`src/rtl/sema_pkg.sv`:
```
`timescale 1ns/1ps
package sema_pkg;
  localparam int VIEW_W = 4;

  localparam logic [VIEW_W-1:0] VW_RAW       = 4'd0;
  localparam logic [VIEW_W-1:0] VW_TAKE_WAIT = 4'd4;
  localparam logic [VIEW_W-1:0] VW_TAKE_TRY  = 4'd5;

  typedef struct packed {
    logic peek;       // raw read
    logic take_wait;  // blocking P
    logic take_try;   // non-blocking P
    logic give;       // V
  } cell_op_t;
endpackage

```
`src/rtl/sema_decode.sv`:
```
`timescale 1ns/1ps
module sema_decode
  import sema_pkg::*;
(
  input  logic [VIEW_W-1:0] view,
  input  logic              rd,
  input  logic              wr,
  output cell_op_t          op
);
  logic is_raw, is_wait, is_try;

  always_comb begin
    is_raw  = (view == VW_RAW);
    is_wait = (view == VW_TAKE_WAIT);
    is_try  = (view == VW_TAKE_TRY);
    op.peek      = rd & is_raw;
    op.take_wait = rd & is_wait;
    op.take_try  = rd & is_try;
    // a read in the same cycle masks the write
    op.give      = wr & ~rd & (is_wait | is_try);
  end
endmodule

```
`src/rtl/sema_count.sv`:
```
`timescale 1ns/1ps
module sema_count #(
  parameter int CNT_W = 16
) (
  input  logic             clk,
  input  logic             rst_n,
  input  logic             dec_req,
  input  logic             inc_req,
  output logic [CNT_W-1:0] cnt,
  output logic             is_zero
);
  localparam logic [CNT_W-1:0] CNT_MAX = {CNT_W{1'b1}};

  logic [CNT_W-1:0] cnt_q;
  logic             at_max;

  always_comb begin
    is_zero = (cnt_q == '0);
    at_max  = (cnt_q == CNT_MAX);
    cnt     = cnt_q;
  end

  always_ff @(posedge clk or negedge rst_n) begin
    if (!rst_n) begin
      cnt_q <= '0;
    end else if (dec_req && !is_zero) begin
      cnt_q <= cnt_q - 1'b1;
    end else if (inc_req && !at_max) begin
      cnt_q <= cnt_q + 1'b1;
    end
  end
endmodule

```
`src/rtl/sema_waitset.sv`:
```
`timescale 1ns/1ps
module sema_waitset #(
  parameter int NUM_REQ = 8,
  parameter int ID_W    = 3
) (
  input  logic               clk,
  input  logic               rst_n,
  input  logic               park_en,
  input  logic [ID_W-1:0]    park_id,
  input  logic               release_en,
  output logic [NUM_REQ-1:0] wake_mask
);
  logic [NUM_REQ-1:0] park_q;

  for (genvar i = 0; i < NUM_REQ; i++) begin : g_req
    logic hit;
    assign hit = park_en && (park_id == ID_W'(i));

    always_ff @(posedge clk or negedge rst_n) begin
      if (!rst_n) begin
        park_q[i]    <= 1'b0;
        wake_mask[i] <= 1'b0;
      end else begin
        wake_mask[i] <= release_en & park_q[i];
        if (release_en) begin
          park_q[i] <= 1'b0;
        end else if (hit) begin
          park_q[i] <= 1'b1;
        end
      end
    end
  end
endmodule

```
`src/rtl/sema_cell.sv`:
```
`timescale 1ns/1ps
module sema_cell
  import sema_pkg::*;
#(
  parameter int NUM_REQ = 8,
  parameter int CNT_W   = 16,
  parameter int DATA_W  = 64,
  localparam int ID_W   = (NUM_REQ > 1) ? $clog2(NUM_REQ) : 1
) (
  input  logic               clk,
  input  logic               rst_n,
  input  logic [VIEW_W-1:0]  acc_view,
  input  logic               acc_rd,
  input  logic               acc_wr,
  input  logic [ID_W-1:0]    acc_id,
  output logic               rsp_valid,
  output logic [DATA_W-1:0]  rsp_data,
  output logic               rsp_stall,
  output logic [NUM_REQ-1:0] wake_mask
);
  localparam int PAD_W = DATA_W - CNT_W;

  cell_op_t         op;
  logic [CNT_W-1:0] cnt_q;
  logic             cnt_zero;
  logic             any_take;
  logic             park;
  logic             any_read;

  sema_decode u_dec (
    .view (acc_view),
    .rd   (acc_rd),
    .wr   (acc_wr),
    .op   (op)
  );

  always_comb begin
    any_take = op.take_wait | op.take_try;
    park     = op.take_wait & cnt_zero;
    any_read = op.peek | any_take;
  end

  sema_count #(.CNT_W(CNT_W)) u_cnt (
    .clk     (clk),
    .rst_n   (rst_n),
    .dec_req (any_take),
    .inc_req (op.give),
    .cnt     (cnt_q),
    .is_zero (cnt_zero)
  );

  sema_waitset #(.NUM_REQ(NUM_REQ), .ID_W(ID_W)) u_wait (
    .clk        (clk),
    .rst_n      (rst_n),
    .park_en    (park),
    .park_id    (acc_id),
    .release_en (op.give),
    .wake_mask  (wake_mask)
  );

  always_ff @(posedge clk or negedge rst_n) begin
    if (!rst_n) begin
      rsp_valid <= 1'b0;
      rsp_stall <= 1'b0;
      rsp_data  <= '0;
    end else begin
      rsp_valid <= any_read;
      rsp_stall <= park;
      rsp_data  <= any_read ? {{PAD_W{1'b0}}, cnt_q} : '0;
    end
  end
endmodule

```
`config.mk`:
```
export PLATFORM = sky130hd
export DESIGN_NAME = sema_cell
export DESIGN_NICKNAME = d
export VERILOG_FILES = /design/src/rtl/sema_pkg.sv /design/src/rtl/sema_decode.sv /design/src/rtl/sema_count.sv /design/src/rtl/sema_waitset.sv /design/src/rtl/sema_cell.sv
export SDC_FILE = /design/constraint.sdc
export NUM_CORES = 1
export LEC_CHECK = 0
export BUFFER_PORTS_ARGS = -buffer_cell sky130_fd_sc_hd__buf_2
export CAP_MARGIN = 20
export CORE_MARGIN = 5
export CORE_UTILIZATION = 25
export DETAILED_ROUTE_END_ITERATION = 8
export PLACE_DENSITY_LB_ADDON = 0.3
export SYNTH_ARGS = -nofsm -noshare
export SYNTH_HDL_FRONTEND = slang
export SYNTH_HIERARCHICAL = 1
export SYNTH_SLANG_ARGS = --single-unit
```
`constraint.sdc`:
```
create_clock -name clk -period 4.1 [get_ports clk]
set_clock_uncertainty 0.05 [all_clocks]
set_input_delay 0.82 -clock clk [delete_from_list [all_inputs] [get_ports clk]]
set_output_delay 0.82 -clock clk [all_outputs]
set_load 0.05 [all_outputs]
```
# ---- After elaboration in Yosys (flattened, before gate mapping)
# Cells that the tools add are included.
dict set report totals {
  regBits 50
}
dict set report op_classes {
  add_sub_neg 2
  n_reduce_logical 24
  n_eq_ne 10
  bitwise_logic 18
  n_mux 19
}
# op count
set op_table {}
lappend op_table {{2-to-1 mux 16 bit} 3}
lappend op_table {{nonzero test 2 bit} 9}
lappend op_table {{adder 16 x 1 -> 16 bit (second input constant)} 1}
lappend op_table {{equality test 16 bit (second input constant)} 1}
lappend op_table {{logical NOT 16 bit} 1}
lappend op_table {{2-to-1 mux 1 bit} 16}
lappend op_table {{subtractor 16 x 1 -> 16 bit (second input constant)} 1}
lappend op_table {{AND 1 bit} 14}
lappend op_table {{equality test 3 bit (second input constant)} 4}
lappend op_table {{logical AND 1 bit} 10}
lappend op_table {{equality test 4 x 3 -> 1 bit (second input constant)} 2}
lappend op_table {{equality test 3 x 2 -> 1 bit (second input constant)} 2}
lappend op_table {{logical NOT 4 bit} 1}
lappend op_table {{equality test 3 x 1 -> 1 bit (second input constant)} 1}
lappend op_table {{logical NOT 3 bit} 1}
lappend op_table {{OR 1 bit} 3}
lappend op_table {{logical NOT 1 bit} 2}
lappend op_table {{NOT 1 bit} 1}

# ---- Depth between registers and ports, before layout
# Gate-level depths: netlist of run 1.
dict set report logic_depth {
  ltp_word 6
  depth_mapped 14
  depth_no_buf 12
}

# ---- Hierarchy
# The synthesis of run 1 kept the hierarchy.
# module cells_each n_inst area_per_inst_um2
set modules_own_cells {}
lappend modules_own_cells {sema_count 174 1 1430.1}
lappend modules_own_cells {sema_cell 92 1 1042.2}
lappend modules_own_cells {sema_waitset 48 1 598.1}
lappend modules_own_cells {sema_decode 7 1 55.1}

# ---- Worst setup path after synthesis of run 1
# Ideal clock, no wire load.
dict set report synth_timing {
  path_kind {input to register}
  start {input acc_view[1]}
  end {register u_cnt.cnt_q[8] (netlist: u_cnt/cnt[8])}
  cell_stages 14
  required_time_ps 3922
  setup_slack_ps 496
  path_buffers 2
  t_arrival_ps 3425
  cell_sequence {nand2b_4 > nor3_1 > buf_2 > buf_4 > or2_1 > o41ai_4 > inv_1 > ha_1 > nor2b_1 > o31ai_1 > a21oi_1 > o21ai_0 > nor4b_1 > nor3_1}
}
# item line
set synth_rtl {}
lappend synth_rtl {{from (decl)} sema_cell.sv:12} ;# input logic [VIEW_W-1:0] acc_view,
lappend synth_rtl {{to (signal assigned)} sema_count.sv:27} ;# cnt_q <= cnt_q - 1'b1;
lappend synth_rtl {{to (signal assigned)} sema_count.sv:29} ;# cnt_q <= cnt_q + 1'b1;
lappend synth_rtl {{to (decl)} sema_count.sv:14} ;# logic [CNT_W-1:0] cnt_q;

# ---- Final worst setup path of run 1
dict set report layout_timing {
  start {register u_cnt.cnt_q[5] (netlist: u_cnt/cnt[5])}
  end {register u_cnt.cnt_q[8] (netlist: u_cnt/cnt[8])}
}
dict set report layout_via {
  elab_chain_len 4
}
# item
set layout_lines {}
lappend layout_lines {{branches (longest 4 deep; another with adder 16 x 1 -> 16 bit)}}
# Parallel ways; which one is timed is not known. The select of a mux whose other input is x is not followed.
# A chain may end at the register's enable or synchronous reset.

==> key figures, run 1 <==
Yosys
  • Syn Inst Count: between 300 and 400
  • Distinct cells, synth: 55
  • Syn Area/Cell: 9.74 um2
  • Mapped Area: 3130 um2
  • Ys async rst share: 1.00
  • FF+latch count, synth: 50
  • Post-synthesis sequential area ratio: 0.400
  • Top_reg_cell synth: dfrtp_1
  • Total of warnings raised by yosys: 6
  • Post-synth EDFFs: 0

Floorplan
  • DIE AREA: roughly 15000 um2
  • IO Pins: 85
  • Die height: 122 um
  • Die width: 122 um
  • Area of the core: approximately 12000 um2
  • Initial Util: 0.258
  • Row count: 40

Global routing
  • Largest net degree at the start of global routing: 30
  • Overall Global Routing Usage: 0.0936
  • Initial antenna violation count: 0
  • Grt ovf: 0
  • Vias in the first global route: 2268
  • First-pass GRT wire length: 11300 um

Drt
  • Detailed-route via count: 2304
  • Final wirelength: 6970 um
  • DRT Pass-1 Iters: 4
  • Residual DRC: 0
  • Vias/cell: 4.33
  • Iter 0 DRT Violations: 117
  • Avg WL per Cell: approximately 13 um
  • Post-DRT Antenna Nets: 0

STA
  • Final setup TNS: 0 ns
  • Hold Fails Final Rpt: 0
  • Max Clock Freq: 275 MHz
  • # setup viols final: 0
  • Slew margin rel.: 0.563
  • Slew Limit Fails: 0
  • Min Tclk post-route: ~3.6 ns
  • Worst-Margin Slew: between 0.6 and 0.7 ns
  • Final worst path period share: 0.887
  • Unrepaired setup endpoints after global routing: no
  • Hold_ws: 0.430 ns

Critical path
  • CP max stage cell: or4_4
  • Required time of the critical path: 4.22 ns
  • Crit path from: u_cnt/cnt[5]$_DFFE_PN0P_
  • Maximum fanout along the worst path: 13
  • CP Buf/Inv Count: 2
  • Crit path kind: reg -> reg
  • CP cell instances: or4_4, o41ai_4, inv_1, buf_4, ha_1, o31ai_1, a21oi_1, o21ai_0, nor4b_1, nor3_1
  • Crit path launch type: flip-flop
  • Critical Path AT: approximately 3.8 ns
  • WP depth: 10
  • R2R Path Start: u_cnt/cnt[5]$_DFFE_PN0P_
  • Max stage delay on crit path: 0.59 ns
  • Setup crit end kind: flip-flop
  • Worst R2R Path Depth: 10
  • CP top delay family: compound AO/OA/AOI/OAI gates

Status
  • Status: completed

Worst hold path
  • Worst min-delay path category: reg -> reg
  • Worst hold start: u_wait/park_q[4]$_DFFE_PN0P_
  • Worst Hold Depth: 1

Clocking
  • Hold_buf cts: 0
  • Clock root cell: clkbuf_16
  • Clock tree buffer depth: 2
  • Worst skew pair latency: about 0.29 ns
  • Clock transition at path regs: 0.07 ns
  • Sink Count: 50
  • Post-CTS sizing: 0
  • CTS tree: built
  • Num CTS Buffers: 5
  • CTS H-tree depth: 2
  • Setup bufs post-CTS: 0

Pwr
  • P_leak: 1.69 nW
  • Max VDD drop: 165 uV
  • Pwr Density: 530 nW/um2

Layout
  • Area Growth Syn to Fin: 12.2%
  • Area taken by multi-input logic gates: 1570 um2
  • Reg area: about 1300 um2
  • Most frequent cells in the layout: 50 x dfrtp_1, 48 x conb_1, 36 x buf_2, 28 x a21oi_1
  • Filler cells: 1310
  • Inserted Diodes: 0
  • Layout cells sized above 1: 0.198
  • Most common cell after layout, fill and taps aside: dfrtp_1
  • Nets: 389

Place
  • Detailed-placement wirelength estimate: 5190 um
  • Placer Congestion: 0.830
  • PortBufs: 36

Flow run
  • Max-cap viol count: 0
==> report_power, final <==
group | switching [W] | internal, W
clock | 0.000182 | 0.000288
combinational | 0.000448 | 0.000238
sequential | 0.000113 | 0.000588
total | 0.000743 | 0.00111
==> worst register-to-register path: stages, from the launching register on <==
cell and delay [ns]:
dfrtp_1 0.43, or4_4 0.59, o41ai_4 0.56, inv_1 0.12
buf_4 0.23, ha_1 0.24, o31ai_1 0.46, a21oi_1 0.22
o21ai_0 0.24, nor4b_1 0.28, nor3_1 0.08
==> cell type report <==
cell class | instances | share of cell area
multi-input combinational | 246 | 0.448
sequential | 50 | 0.357
timing repair buffer | 45 | 0.0707
tap | 168 | 0.0600
clock buffer | 5 | 0.0357
inverter | 15 | 0.0161
clock inverter | 3 | 0.0128
==> Yosys cell counts (all sizes together) (3+ instances only) <==
master,number,area share
buf,55,0.14
dfrtp,50,0.40
a21oi,28,0.045
nand2,23,0.030
nor2,22,0.026
o31a,16,0.047
inv,15,0.018
ha,14,0.056
o21ai,12,0.019
and2,11,0.022
nor3,8,0.016
a21o,5,0.012
nand4,5,0.010
nand4b,5,0.014
nand2b,4,0.010
nor4b,4,0.013
or4,4,0.012
xor2,4,0.011
nand4bb,3,0.011
o211ai,3,0.0072
o31ai,3,0.0072
==> state kept, by name (all words and copies together), names as in the netlist <==
register          cells
rsp_stall             1
u_wait/wake_mask      8
u_wait/park_q         8
u_cnt/cnt            16
rsp_valid             1
rsp_data             16
==> metal layers <==
metal	share of wire	global-route usage	vias to the layer above
met5	0	0	-
met4	0.0049	0.0259	0
met3	0.061	0.0167	4
met2	0.47	0.157	78
met1	0.46	0.123	1100
li1	-	-	1122
==> metrics by stage <==
| stage | instances | power (W) | setup slack (ns) | util | area [um2] |
|---|---|---|---|---|---|
| floorplan | 368 | 0.00124 | 0.496 | - | 3300 |
| global route | 532 | 0.00198 | 0.167 | 0.289 | 3510 |
| global placement | 524 | 0.00139 | 0.528 | 0.275 | 3340 |
| finish | 532 | 0.00186 | 0.463 | 0.289 | 3510 |
| detailed placement | 524 | 0.00140 | 0.506 | 0.275 | 3340 |
| CTS | 532 | 0.00187 | 0.486 | 0.289 | 3510 |
==> path summary, 6_finish.rpt <==
kind	slack, ns	end
max in group asynchronous	2.74	rsp_data[6]$_DFF_PN0_
min reg2reg	0.43	u_wait/wake_mask[4]$_DFF_PN0_
max reg2reg	0.46	u_cnt/cnt[8]$_DFFE_PN0P_
max	0.46	u_cnt/cnt[8]$_DFFE_PN0P_
min	0.43	u_wait/wake_mask[4]$_DFF_PN0_
min in group asynchronous	0.51	u_wait/wake_mask[0]$_DFF_PN0_
==> cells by family after synthesis <==
kind of cell               count (synthesis)  share of synthesized area
xor gates and xnor gates                   5                     0.0140
AOI/OAI and AO/OA                         77                      0.171
buffers and inverters                     72                      0.159
DFF                                       50                      0.400
adders and majority gates                 15                     0.0625
other                                      1                    0.00120
and+or+nand+nor                          101                      0.193
Note: power is estimated with default switching activity, not from simulation.
==> run 2, diff against run 1 <==
--- a/config.mk
+++ b/config.mk
@@ -9,6 +9,7 @@
 export CAP_MARGIN = 20
 export CORE_MARGIN = 5
 export CORE_UTILIZATION = 25
+export CTS_BUF_LIST = sky130_fd_sc_hd__clkbuf_8
 export DETAILED_ROUTE_END_ITERATION = 8
 export PLACE_DENSITY_LB_ADDON = 0.3
 export SYNTH_ARGS = -nofsm -noshare
==> run 2 against run 1 <==
  * Die area stayed put
  * Global-route usage hardly changed
  * Critical path type unchanged
  * Clock power down 25%
  * Power decreased by 6.4%
  * Largest cell class unchanged
  * Non-clock buffer count unchanged
==> key figures, run 2 (same netlist as run 1, synthesis figures left out) <==
Flow run
  • Max-cap viol count: 0 (unchanged)

STA
  • Max Clock Freq: 276 MHz (+0.30%)
  • Min Tclk post-route: 3.63 ns (-0.0109 ns)
  • Slew Limit Fails: 0 (unchanged)
  • Unrepaired setup endpoints after global routing: no
  • # setup viols final: 0 (unchanged)
  • Worst-Margin Slew: 0.645 ns (-0.00990 ns)
  • Slew margin rel.: 0.570 (+0.00660)
  • Final worst path period share: 0.884 (-0.00266)
  • Final setup TNS: 0 ns (unchanged)
  • Hold Fails Final Rpt: 0 (unchanged)

Global routing
  • Grt ovf: 0 (unchanged)
  • Overall Global Routing Usage: 0.0937 (+0.000107)
  • First-pass GRT wire length: 11300 um (about the same)
  • Initial antenna violation count: 0 (unchanged)
  • Largest net degree at the start of global routing: 30 (unchanged)
  • Vias in the first global route: 2256 (-0.53%)

Critical path
  • Required time of the critical path: 4.23 ns (about the same)
  • Crit path kind: reg -> reg
  • Critical Path AT: 3.76 ns (about the same)
  • Setup crit end kind: flip-flop
  • CP cell instances: or4_4, o41ai_4, inv_1, buf_4, ha_1, a21o_1, a21oi_1, a21oi_1, o21ai_0, xor2_1, a21oi_1
  • CP top delay family: compound AO/OA/AOI/OAI gates
  • Max stage delay on crit path: 0.59 ns (about the same)
  • CP max stage cell: or4_4
  • CP Buf/Inv Count: 2 (unchanged)
  • Worst R2R Path Depth: 11 (+1)
  • Most used cell, CP: a21oi_1
  • Crit path launch type: flip-flop
  • R2r setup slk: 0.47 ns (about the same)
  • R2R Path Start: u_cnt/cnt[5]$_DFFE_PN0P_
  • R2r endpoint: u_cnt/cnt[11]$_DFFE_PN0P_
  • Maximum fanout along the worst path: 13 (unchanged)
  • WP depth: 11 (+1)

Layout
  • Inserted Diodes: 0 (unchanged)
  • Most common cell after layout, fill and taps aside: dfrtp_1
  • Finished Core Util: 0.285 (-0.00465)
  • Layout cells sized above 1: 0.198 (unchanged)
  • Nets: 389 (unchanged)
  • Filler cells: 1311 (+0.076%)
  • Area Growth Syn to Fin: 10.4%
  • Most frequent cells in the layout: 50 x dfrtp_1, 48 x conb_1, 36 x buf_2, 28 x a21oi_1

Pwr
  • Register share of total power: 0.402 (+0.024)
  • Combinational share of power: 0.395 (+0.026)
  • Int Pwr: 0.00101 W (-9.6%)
  • Clock power share: 0.203 (-0.050)
  • Pwr Density: 504 nW/um2 (-4.8%)
  • Total design power: 0.00174 W (-6.4%)
  • Max VDD drop: 181 uV (+9.4%)
  • Switching part of the total power: 0.421 (+0.0207)
  • Psw: 0.000732 W (-1.5%)
  • P_leak: 1.67 nW (-1.5%)

Floorplan
  • IO Pins: 85 (unchanged)
  • Die height: 122 um (unchanged)
  • Initial Util: 0.258 (unchanged)
  • DIE AREA: 14800 um2 (unchanged)
  • Area of the core: 12100 um2 (unchanged)
  • Die width: 122 um (unchanged)
  • Row count: 40 (unchanged)

Worst hold path
  • Worst Hold Depth: 1 (unchanged)
  • Worst min-delay path category: reg -> reg
  • Worst hold start: u_wait/park_q[4]$_DFFE_PN0P_
  • Hold EP: u_wait/wake_mask[4]$_DFF_PN0_

Drt
  • Detailed-route via count: 2306 (+0.087%)
  • Residual DRC: 0 (unchanged)
  • DRT Pass-1 Iters: 4 (unchanged)
  • Vias/cell: 4.33 (about the same)
  • Post-DRT Antenna Nets: 0 (unchanged)
  • Final wirelength: 6950 um (-0.17%)
  • Iter 0 DRT Violations: 152 (+30%)
  • Avg WL per Cell: 13.1 um (-0.17%)

Clocking
  • Post-CTS sizing: 0 (unchanged)
  • Clock root cell: clkbuf_8
  • Worst skew pair latency: 0.31 ns (+0.02 ns)
  • Num CTS Buffers: 5 (unchanged)
  • CTS H-tree depth: 2 (unchanged)
  • Clock tree buffer depth: 2 (unchanged)
  • Setup bufs post-CTS: 0 (unchanged)
  • CTS tree: built
  • Clock transition at path regs: 0.10 ns (+0.03 ns)
  • Hold_buf cts: 0 (unchanged)
  • Sink Count: 50 (unchanged)

Place
  • Placer Congestion: 0.830 (unchanged)
  • PortBufs: 36 (unchanged)
  • Detailed-placement wirelength estimate: 5190 um (unchanged)

Status
  • Status: completed
## run 2: cell counts in the layout (fill, tap and decap cells not counted)
Identical to the previous run, type by type.
## run 2: worst max-delay path by stage
| stage | endpoint | start |
|---|---|---|
| 4_1_cts | u_cnt/cnt[8]$_DFFE_PN0P_ | u_cnt/cnt[5]$_DFFE_PN0P_ |
| 5_1_grt | u_cnt/cnt[7]$_DFFE_PN0P_ | u_cnt/cnt[5]$_DFFE_PN0P_ |
| 3_5_place_dp | u_cnt/cnt[8]$_DFFE_PN0P_ | acc_view[3] |
| 2_1_floorplan | u_cnt/cnt[8]$_DFFE_PN0P_ | acc_view[1] |
| 3_3_place_gp | u_cnt/cnt[10]$_DFFE_PN0P_ | acc_view[3] |
| 6_report | u_cnt/cnt[11]$_DFFE_PN0P_ | u_cnt/cnt[5]$_DFFE_PN0P_ |
## run 2: layout make-up
cell class	count	area (um2)	share of cell area
Multi-Input combinational cell	246	1570	0.455
Sequential cell	50	1250	0.363
Timing Repair Buffer	45	248	0.0718
Tap cell	168	210	0.0609
Clock buffer	5	68.8	0.0199
Inverter	15	56.3	0.0163
Clock inverter	3	45.0	0.0131
## run 2: worst reg2reg max path, cell delays in order, from the launching register on
cell and delay (ns):
dfrtp_1 0.44, or4_4 0.59, o41ai_4 0.56, inv_1 0.12
buf_4 0.23, ha_1 0.35, a21o_1 0.19, a21oi_1 0.23
a21oi_1 0.13, o21ai_0 0.36, xor2_1 0.18, a21oi_1 0.08
## run 2: per-layer routing
metal	track usage	wire (um)
met1	0.124	3150
met2	0.156	3210
met3	0.0209	519
met4	0.0217	70
met5	0	0
## run 2: per-stage QoR
stage	area, um2	hold slack [ns]	setup slack (ns)	cells
finish	3450	0.437	0.474	532
global route	3450	0.467	0.163	532
CTS	3450	0.443	0.484	532
detailed placement	3340	0.420	0.506	524
global placement	3340	0.421	0.528	524
floorplan	3300	0.404	0.496	368
## run 2: power by group through the flow
stage | logic, W | clock network, W | registers (W)
after global placement | 0.000681 | 0 | 0.000708
after global routing | 0.000766 | 0.000386 | 0.000717
after CTS | 0.000687 | 0.000368 | 0.000700
final | 0.000687 | 0.000353 | 0.000699
after floorplan | 0.000524 | 0 | 0.000719
after detailed placement | 0.000686 | 0 | 0.000710
==> run 3, diff against run 2 <==
--- a/config.mk
+++ b/config.mk
@@ -7,6 +7,7 @@
 export LEC_CHECK = 0
 export BUFFER_PORTS_ARGS = -buffer_cell sky130_fd_sc_hd__buf_2
 export CAP_MARGIN = 20
+export CORE_ASPECT_RATIO = 1.4
 export CORE_MARGIN = 5
 export CORE_UTILIZATION = 25
 export CTS_BUF_LIST = sky130_fd_sc_hd__clkbuf_8
==> run 3 against run 2 <==
  * Non-clock buffer count is 3 higher
  * Clock power is 17% higher
  * Via count is 1.2% higher
  * Sequential power is 1% lower
  * Worst hold slack better by 0.0040 ns
  * Die area is 0.22% higher
  * Largest cell class unchanged
==> key figures, run 3 (same netlist as run 1, synthesis figures left out) <==
Critical path
  • Required time of the critical path: 4.24 ns (about the same)
  • Critical Path AT: 3.97 ns (+0.21 ns)
  • Maximum fanout along the worst path: 14 (+1)
  • Crit path kind: reg -> reg
  • R2R Path Start: u_cnt/cnt[5]$_DFFE_PN0P_
  • R2r endpoint: u_cnt/cnt[11]$_DFFE_PN0P_
  • Setup crit end kind: flip-flop
  • Crit path launch type: flip-flop
  • Worst R2R Path Depth: 10 (-1)
  • R2r setup slk: 0.26 ns (-0.21 ns)

Pwr
  • Register share of total power: 0.378 (-0.024)
  • Clock power share: 0.227 (+0.024)
  • Combinational share of power: 0.395 (about the same)
  • Max VDD drop: 221 uV (+22%)
  • Total design power: 0.00182 W (+4.9%)
  • Psw: 0.000736 W (+0.60%)
  • P_leak: 1.70 nW (+1.8%)
  • Pwr Density: 525 nW/um2 (+4.2%)
  • Int Pwr: 0.00109 W (+8.1%)
  • Switching part of the total power: 0.403 (-0.0173)

Layout
  • Reg area: 1250 um2 (unchanged)
  • Nets: 392 (+0.77%)
  • Most frequent cells in the layout: 50 x dfrtp_1, 48 x conb_1, 36 x buf_2, 28 x a21oi_1
  • Final Cell Area: 3470 um2 (+0.69%)
  • Filler cells: 1290 (-1.6%)
  • Area Growth Syn to Fin: 11.1%
  • Inserted Diodes: 0 (unchanged)
  • Area taken by multi-input logic gates: 1570 um2 (unchanged)
  • Most common cell after layout, fill and taps aside: dfrtp_1
  • Final non-filler cell total: 517 (-2.8%)
  • Layout cells sized above 1: 0.204 (+0.00656)

Drt
  • Iter 0 DRT Violations: 112 (-26%)
  • Vias/cell: 4.51 (+4.2%)
  • DRT Pass-1 Iters: 6 (+2)
  • Final wirelength: 7080 um (+1.8%)
  • Avg WL per Cell: 13.7 um (+4.7%)
  • Post-DRT Antenna Nets: 0 (unchanged)
  • Residual DRC: 0 (unchanged)
  • Detailed-route via count: 2334 (+1.2%)

STA
  • Final worst path period share: 0.936 (+0.0513)
  • Slew margin rel.: 0.559 (-0.0105)
  • Hold Fails Final Rpt: 0 (unchanged)
  • Slew Limit Fails: 0 (unchanged)
  • Fin worst setup slack: 0.264 ns (-0.210 ns)
  • Final setup TNS: 0 ns (unchanged)
  • Worst-Margin Slew: 0.652 ns (+0.00723 ns)
  • Min Tclk post-route: 3.84 ns (+0.210 ns)
  • Unrepaired setup endpoints after global routing: no
  • Max Clock Freq: 261 MHz (-5.5%)
  • # setup viols final: 0 (unchanged)

Floorplan
  • IO Pins: 85 (unchanged)
  • DIE AREA: 14900 um2 (+0.22%)
  • Area of the core: 12300 um2 (+1.7%)
  • Die height: 142 um (+17%)
  • Initial Util: 0.254 (-0.00420)
  • Die width: 105 um (-14%)
  • Row count: 48 (+20%)

Clocking
  • Sink Count: 50 (unchanged)
  • Hold_buf cts: 0 (unchanged)
  • Clock transition at path regs: 0.09 ns (about the same)
  • Clock tree buffer depth: 2 (unchanged)
  • Num CTS Buffers: 5 (unchanged)
  • Post-CTS sizing: 0 (unchanged)
  • Worst skew pair latency: 0.30 ns (about the same)
  • CTS tree: built
  • Clock root cell: clkbuf_8
  • Setup bufs post-CTS: 0 (unchanged)
  • CTS H-tree depth: 2 (unchanged)

Global routing
  • Initial antenna violation count: 0 (unchanged)
  • Largest net degree at the start of global routing: 51 (+70%)
  • Grt ovf: 0 (unchanged)
  • Vias in the first global route: 2354 (+4.3%)
  • First-pass GRT wire length: 11700 um (+3.0%)
  • Overall Global Routing Usage: 0.0943 (+0.000623)

Flow run
  • Max-cap viol count: 0 (unchanged)

Worst hold path
  • Worst hold start: u_wait/park_q[2]$_DFFE_PN0P_
  • Worst min-delay path category: reg -> reg
  • Worst Hold Depth: 1 (unchanged)
  • Hold EP: u_wait/wake_mask[2]$_DFF_PN0_

Place
  • Placer Congestion: 0.792 (-4.6%)
  • Detailed-placement wirelength estimate: 5290 um (+1.9%)
  • DP Worst Slack: 0.240 ns (-0.266 ns)
  • Placed instance area: 3340 um2 (unchanged)
  • PortBufs: 36 (unchanged)
  • Placed insts: 509 (-2.9%)

Status
  • Status: completed
[run 3: cell count changes in the layout (fill, tap and decap cells not counted), sizes merged]
cell      delta
buf          +3
clkinvlp     -2
bufinv       +1
clkinv       +1
[run 3: layer usage]
layer | wire length, um | share of wire | vias to the layer above | track usage
li1 | - | - | 1136 | -
met1 | 2810 | 0.40 | 1105 | 0.105
met2 | 3670 | 0.52 | 88 | 0.181
met3 | 522 | 0.074 | 5 | 0.0200
met4 | 72 | 0.010 | 0 | 0.0225
met5 | 0 | 0 | - | 0
[run 3: power groups by stage]
stage,Sequential (W),Combinational (W),Clock (W)
floorplan,0.000719,0.000524,0
global placement,0.000700,0.000715,0
detailed placement,0.000701,0.000719,0
CTS,0.000691,0.000721,0.000432
global route,0.000706,0.000799,0.000448
finish,0.000690,0.000721,0.000414
[run 3: cell type report]
class	instances	share of cell area
clock inverters	3	0.0198
multi-input cells	246	0.452
clock buffers	5	0.0198
repair buffers	48	0.0778
inverters	15	0.0162
well taps	150	0.0540
flip-flops and latches	50	0.360
[run 3: how the worst max path moves through the flow]
stage,from,to,slack (ns),cells after the start
after floorplan,acc_view[1],u_cnt/cnt[8]$_DFFE_PN0P_,0.50,14
after global placement,acc_view[3],u_cnt/cnt[13]$_DFFE_PN0P_,0.30,13
after detailed placement,u_cnt/cnt[1]$_DFFE_PN0P_,u_cnt/cnt[13]$_DFFE_PN0P_,0.24,10
after CTS,u_cnt/cnt[5]$_DFFE_PN0P_,u_cnt/cnt[13]$_DFFE_PN0P_,0.24,10
after global routing,u_cnt/cnt[15]$_DFFE_PN0P_,u_cnt/cnt[13]$_DFFE_PN0P_,0.01,10
final,u_cnt/cnt[5]$_DFFE_PN0P_,u_cnt/cnt[11]$_DFFE_PN0P_,0.26,10
[run 3: per-stage QoR]
| step | hold slack, ns | util |
|---|---|---|
| after floorplan | 0.404 | - |
| after global placement | 0.415 | 0.271 |
| after detailed placement | 0.423 | 0.271 |
| after CTS | 0.446 | 0.282 |
| after global routing | 0.465 | 0.282 |
| final | 0.441 | 0.282 |
[run 3: critical path: stages, from the launching register on]
cell and delay [ns]:
dfrtp_1 0.43, or4_4 0.58, o41ai_4 0.56, inv_1 0.40, ha_1 0.46, a21o_1 0.20
a21oi_1 0.22, a21oi_1 0.13, o21ai_0 0.42, xor2_1 0.19, a21oi_1 0.08
